### config.mk
export PLATFORM = sky130hd
export DESIGN_NAME = irq_status_ctrl
export DESIGN_NICKNAME = d
export VERILOG_FILES = /design/src/rtl/irq_pkg.sv /design/src/rtl/irq_src_latch.sv /design/src/rtl/irq_status_mux.sv /design/src/rtl/irq_status_ctrl.sv
export SDC_FILE = /design/constraint.sdc
export NUM_CORES = 1
export LEC_CHECK = 0
export ABC_AREA = 1
export CELL_PAD_IN_SITES_DETAIL_PLACEMENT = 1
export CELL_PAD_IN_SITES_GLOBAL_PLACEMENT = 2
export CORE_ASPECT_RATIO = 1.25
export CORE_UTILIZATION = 17
export DETAILED_ROUTE_END_ITERATION = 10
export PLACE_DENSITY = 0.86
export SYNTH_ARGS = -nofsm -noshare
export SYNTH_HDL_FRONTEND = slang
export SYNTH_HIERARCHICAL = 1
export SYNTH_SLANG_ARGS = --single-unit
### constraint.sdc
create_clock -name clk -period 1.1 [get_ports clk]
set_clock_uncertainty 0.05 [all_clocks]
set_input_delay 0.11 -clock clk [delete_from_list [all_inputs] [get_ports clk]]
set_output_delay 0.11 -clock clk [all_outputs]
set_load 0.05 [all_outputs]
### src/rtl/irq_pkg.sv
package irq_pkg;
    localparam int DATA_W    = 16;
    localparam int ADDR_W    = 6;
    localparam int NUM_SRC   = 5;
    localparam int SRC_LSB   = 8;
    localparam int GLB_BIT   = 15;
    localparam int FULL_BIT  = 4;
    localparam int HALF_BIT  = 3;
    localparam int EMPTY_BIT = 2;
    localparam logic [ADDR_W-1:0] CTRL_ADDR = 6'h00;
    localparam logic [ADDR_W-1:0] CLR_ADDR  = 6'h04;
    localparam logic [ADDR_W-1:0] STAT_ADDR = 6'h04;

    typedef struct packed {
        logic prev;
        logic pend;
    } src_state_t;
endpackage

### src/rtl/irq_src_latch.sv
module irq_src_latch
    import irq_pkg::*;
(
    input  logic clk,
    input  logic rst_n,
    input  logic evt_i,
    input  logic en_i,
    input  logic clr_i,
    output logic pend_o
);
    src_state_t st_d, st_q;
    logic       hit;

    always_comb begin
        st_d      = st_q;
        hit       = evt_i && !st_q.prev && en_i;
        st_d.prev = evt_i;
        if (clr_i) st_d.pend = 1'b0;
        if (hit)   st_d.pend = 1'b1;
    end

    always_ff @(posedge clk or negedge rst_n) begin
        if (!rst_n) st_q <= '0;
        else        st_q <= st_d;
    end

    assign pend_o = st_q.pend;


    cap_needs_en_chk: assert property (@(posedge clk) disable iff (!rst_n)
        $rose(pend_o) |-> ($past(en_i) && $past(evt_i)));


    clr_empties_chk: assert property (@(posedge clk) disable iff (!rst_n)
        (clr_i && !evt_i) |=> !pend_o);


    clr_race_chk: assert property (@(posedge clk) disable iff (!rst_n)
        (clr_i && evt_i && en_i && !st_q.prev) |=> pend_o);
endmodule

### src/rtl/irq_status_mux.sv
module irq_status_mux
    import irq_pkg::*;
#(
    parameter int D_W   = DATA_W,
    parameter int A_W   = ADDR_W,
    parameter int N_SRC = NUM_SRC,
    parameter int LSB   = SRC_LSB,
    parameter logic [A_W-1:0] S_ADDR = STAT_ADDR
) (
    input  logic [A_W-1:0]   rd_addr_i,
    input  logic [N_SRC-1:0] pend_i,
    input  logic             full_i,
    input  logic             half_i,
    input  logic             empty_i,
    output logic [D_W-1:0]   rd_data_o
);
    logic [D_W-1:0] word_d;

    always_comb begin
        word_d = '0;
        if (rd_addr_i == S_ADDR) begin
            word_d[LSB +: N_SRC] = pend_i;
            word_d[FULL_BIT]     = full_i;
            word_d[HALF_BIT]     = half_i;
            word_d[EMPTY_BIT]    = empty_i;
        end
    end

    assign rd_data_o = word_d;
endmodule

### src/rtl/irq_status_ctrl.sv
module irq_status_ctrl
    import irq_pkg::*;
#(
    parameter int D_W   = DATA_W,
    parameter int A_W   = ADDR_W,
    parameter int N_SRC = NUM_SRC,
    parameter int LSB   = SRC_LSB,
    parameter int GLB   = GLB_BIT
) (
    input  logic             clk,
    input  logic             rst_n,
    input  logic [N_SRC-1:0] evt,
    input  logic             wr_en,
    input  logic [A_W-1:0]   wr_addr,
    input  logic [D_W-1:0]   wr_data,
    input  logic [A_W-1:0]   rd_addr,
    output logic [D_W-1:0]   rd_data,
    input  logic             fifo_full,
    input  logic             fifo_half,
    input  logic             fifo_empty,
    output logic             irq
);
    localparam int HI_GAP = GLB - (LSB + N_SRC);

    typedef struct packed {
        logic [N_SRC-1:0] en;
        logic             glb;
        logic             irq;
    } top_state_t;

    top_state_t       st_d, st_q;
    logic [N_SRC-1:0] pend;
    logic             clr_wr;
    logic             unused_wr_bits;

    assign clr_wr         = wr_en && (wr_addr == CLR_ADDR);
    assign unused_wr_bits = ^{wr_data[LSB-1:0], wr_data[GLB-1 -: HI_GAP]};

    generate
        for (genvar i = 0; i < N_SRC; i++) begin : g_src
            irq_src_latch u_src (
                .clk    (clk),
                .rst_n  (rst_n),
                .evt_i  (evt[i]),
                .en_i   (st_q.en[i]),
                .clr_i  (clr_wr),
                .pend_o (pend[i])
            );
        end
    endgenerate

    always_comb begin
        st_d     = st_q;
        st_d.irq = (|(pend & st_q.en)) && st_q.glb;
        if (wr_en && (wr_addr == CTRL_ADDR)) begin
            st_d.en  = wr_data[LSB +: N_SRC];
            st_d.glb = wr_data[GLB];
        end
    end

    always_ff @(posedge clk or negedge rst_n) begin
        if (!rst_n) st_q <= '0;
        else        st_q <= st_d;
    end

    irq_status_mux #(
        .D_W    (D_W),
        .A_W    (A_W),
        .N_SRC  (N_SRC),
        .LSB    (LSB),
        .S_ADDR (STAT_ADDR)
    ) u_mux (
        .rd_addr_i (rd_addr),
        .pend_i    (pend),
        .full_i    (fifo_full),
        .half_i    (fifo_half),
        .empty_i   (fifo_empty),
        .rd_data_o (rd_data)
    );

    assign irq = st_q.irq;


    glb_off_chk: assert property (@(posedge clk) disable iff (!rst_n)
        !st_q.glb |=> !irq);


    irq_rise_chk: assert property (@(posedge clk) disable iff (!rst_n)
        $rose(irq) |-> ($past(st_q.glb) && $past(|pend)));


    rd_off_chk: assert property (@(posedge clk) disable iff (!rst_n)
        (rd_addr != STAT_ADDR) |-> (rd_data == '0));
endmodule

Yosys cells after proc, flatten, opt, wreduce, memory -nomap -nowiden --
Index checks and enable logic that the tools add are counted.
Cells by class: divide/modulo/power cells 0, shifts and indexed selects 0, $mul 0, reduce and logical (&&, ||, !) cells 25, multiplexer cells 8, add/subtract/negate cells 0, bitwise gates (word level) 1, $lt $le $gt $ge 0, equal/unequal tests 2
Operators by type and width (count):
- logical AND 1 bit | 13
- equality test 6 x 3 -> 1 bit (second input constant) | 2
- nonzero test 2 bit | 5
- zero test 6 bit | 1
- two-way mux 1 bit | 6
- bitwise AND 5 bit | 1
- zero test 1 bit | 5
- two-way mux 5 bit | 1
- OR reduction 5 bit | 1
- two-way mux 3 bit | 1
Storage, ports and cells: bits in latches 0, word-level logic and storage cells 49, memories 0, output and inout port bits 17, bits of input ports 39, bits in writable memories 0, register bits after elaboration 17, memory bits (read-only) 0

Depth between registers and ports, before layout --
word-level depth 4, gate-level depth with buffers 6, gate-level depth less buffers 6

Hierarchy --
Netlist, hierarchy kept.
By module, submodules not included:
- irq_src_latch | times used 5, cells each 7, seq. area each 50.0 um2, area an instance 70.1 um2
- irq_status_ctrl | times used 1, cells each 41, seq. area each 175.2 um2, area an instance 331.6 um2
- irq_status_mux | times used 1, cells each 30, seq. area each 0.0 um2, area an instance 156.4 um2

Worst setup path before layout --
Ideal clock, no wire load.
path kind flip-flop to output port, start point register g_src[2].u_src.st_q (netlist bit g_src[2].u_src/pend_o), end point output port rd_data[10], cell stages (with the launch flop) 3, buffers on the path 0, data required time 0.940 ns, arrival 1.036 ns, path slack -0.096 ns, cell sequence dfrtp_1 > inv_1 > nor2_1
Between the ends: word-level cells in the longest chain between the ends 1
Ends and longest elaborated chain:
- start: declaration | line irq_src_latch.sv:11 | src_state_t st_d, st_q;
- start signal: assignment | line irq_src_latch.sv:24 | else st_q <= st_d;
- two-way mux 5 bit | line irq_status_mux.sv:21 | if (rd_addr_i == S_ADDR) begin
- end: declaration | line irq_status_ctrl.sv:17 | output logic [D_W-1:0] rd_data,
Every way passes these cells.

Worst setup path in the final report --
start point register g_src[1].u_src.st_q (netlist bit g_src[1].u_src/pend_o), end point output port rd_data[9]
Between the ends: word-level cells in the longest chain between the ends 1
Ends and longest elaborated chain (line):
- start: declaration | irq_src_latch.sv:11
- start signal: assignment | irq_src_latch.sv:24
- two-way mux 5 bit | irq_status_mux.sv:21
Every way passes these cells.

==> impl_metrics.csv <==
group,metric,value,unit
run_status,status,"finished clean",
grt,grt_max_degree,18,
route,detail_route.iter0.violations,6,
route,vias,807,
floorplan,initial_core_util,0.1772,
layout,antenna_cells,0,
cts,clk_latency,0.25,ns
cts,cts_buffers,3,
cts,clk_pin_slew,0.06,ns
cts,clockBufferDepth,2,
layout,final_common_cell,"nand2_1",
sta,rsz0062_at_grt,"yes",
flow_run,maxCapViolations,0,
floorplan,io-pin-count,56,
sta,hold_viol,0,
place,place_inst,206,
grt,grt_pass1_vias,808,
layout,drive_above_1_share,0.3397,
pwr,power_density,1228,mW/mm^2
layout,instances_no_fill,216,
cts,cts_tree,"done",
grt,antenna_found_initial,0,
place,dpl_cell_area,0.001373,sq mm
min_path,hold_path.class,"input pin to asynchronous set/reset pin",
place,gp_congestion,0.6655,
worst_setup_path,crit_type,"flip-flop to primary output",
place,port-buffer-count,37,
yosys,synth.largest_area_cell,"dfrtp_1",
layout,fin_nets,196,
pwr,p_leak,0.0007496,uW
floorplan,die_h,80.51,um
yosys,synth_top_cells_by_area,"dfrtp_1 (51%), nand2_1 (13%), inv_1 (8.5%), buf_4 (7.2%), nor2_1 (4.5%)",
cts,cts.htree.levels,1,
floorplan,core,0.004730,sq mm
yosys,yosys.area.top_type_share,0.5075,
sta,max_freq,915.2,MHz
sta,fin_crit_sh,0.9933,
floorplan,rows,28,
cts,clock_sinks,17,
sta,setup_viol,0,
sta,slew_violations,0,
route,first_pass_iters,3,
floorplan,die_area,0.005218,sq mm
cts,clock-root-buffer,"clkbuf_8",
grt,grt.overflow.total,0,
worst_setup_path,crit_arrival,0.93,ns
layout,area_growth,86.57,%
yosys,synth_area,838.3,sq um
grt,grt_pass1_wl,3.387,mm
route,drcViolationCount,0,
worst_setup_path,crit_fanout,2,
pwr,power,1920,uW
yosys,syn_inst,106,
layout,postLayoutCellArea,0.001564,sq mm
pwr,max-vdd-ir-drop,0.0003841,V
yosys,synth_cell_types,14,
route,postRouteAntennaNets,0,
yosys,synth-seq-area-share,0.5075,
layout,final_util,0.3307,
grt,grtUsageTotal,0.08596,
sta,whs,0.1346,ns
yosys,ys_warn_count,6,
yosys,synth_area_per_cell,7.909,sq um
place,hpwlAfterDp,1.618,mm
worst_setup_path,worstSetupEndpointType,"primary output",
yosys,yosys_register_bits,17,
route,wl,2.077,mm
route,routedWlPerCell,9.616,um
layout,mostFrequentLayoutCells,"nand2_1 (29), clkdlybuf4s50_1 (18), dfrtp_1 (17), inv_1 (13), nor2_4 (12)",
sta,min_period,1.093,ns
worst_setup_path,start_kind,"flip-flop",
worst_setup_path,critPathRequiredTime,0.94,ns
route,vias_per_cell,3.736,
floorplan,fp.dieW,64.81,um
==> report_power, final <==
part	switching [uW]	internal (uW)	leakage, uW	total [uW]
sequential	78.5	744	0.000208	823
clock	200	257	0.0000228	457
combinational	328	313	0.000518	641
total	606	1310	0.000750	1920
==> cell type report <==
| class | count | area (sq um) |
|---|---|---|
| Clock buffer | 4 | 45.04 |
| Fill cell | 553 | 3166 |
| Inverter | 19 | 71.32 |
| Multi-Input combinational cell | 69 | 400.4 |
| Sequential cell | 17 | 425.4 |
| Tap cell | 60 | 75.07 |
| Timing Repair Buffer | 47 | 546.8 |
==> through the flow <==
step | setup WS [ns] | setup TNS [ns]
after floorplan | -0.09580 | -0.6501
after global placement | -0.2934 | -4.212
after detailed placement | -0.3815 | -5.239
after CTS | -0.01371 | -0.01673
after global routing | -0.04730 | -0.2009
final | 0.007401 | 0
==> repair_timing <==
action                                  4_1_cts  5_1_grt
endpoints found under the setup margin       13       18
pin swaps                                     5       14
resized for setup                            47       15
buffers inserted                              4        2
hold buffers                                  0        0
==> state kept, by name, indices dropped and copies added, names as in the netlist <==
register	cells
st_q	6
g_src.u_src/pend_o	5
g_src.u_src/st_q	5
irq	1
==> per-layer routing <==
layer  wire length (um)  vias to the layer above  GRT usage  part of all wire
met5                  0                        -          0                 0
met4                 53                        0    0.06000             0.026
met3                150                        5   0.009943             0.072
met2               1073                       41     0.1510              0.52
met1                798                      364    0.09483              0.38
li1                   -                      397          -                 -
==> kinds of logic (layout without fill, tap and decap cells) <==
logic type	Yosys count	in the layout	synth area share
other	1	8	0.004473
flip-flops	17	17	0.5075
AND/OR/NAND/NOR	54	54	0.2866
AO/OA/AOI/OAI	7	7	0.04478
buffers and inverters	27	70	0.1567
==> final timing paths <==
kind	depth (start not counted)	slack (ns)	endpoint	start
worst min-delay path	2	0.13	g_src[3].u_src/pend_o$_DFFE_PN0P_	rst_n
worst min register to register	3	0.43	g_src[1].u_src/pend_o$_DFFE_PN0P_	g_src[1].u_src/st_q[1]$_DFF_PN0_
min in group clk	1	0.27	g_src[3].u_src/st_q[1]$_DFF_PN0_	evt[3]
worst max register to register	5	0.02	irq$_DFF_PN0_	g_src[4].u_src/pend_o$_DFFE_PN0P_
max in group asynchronous	2	0.68	g_src[1].u_src/pend_o$_DFFE_PN0P_	rst_n
worst max-delay path	3	0.007	rd_data[9]	g_src[1].u_src/pend_o$_DFFE_PN0P_
==> cells in the mapped netlist (all sizes together) <==
cell type,instances
nor3,1
inv,19
conb,1
nand3,7
buf,8
dfrtp,17
nor2,15
o21a,1
o21ai,6
nand2,31
==> critical path, stage by stage, from the launching register on <==
cell and delay [ns]:
dfrtp_1 0.37, inv_2 0.05, nor2_4 0.12, buf_12 0.15
No activity file was read; power rests on OpenSTA's default activity.
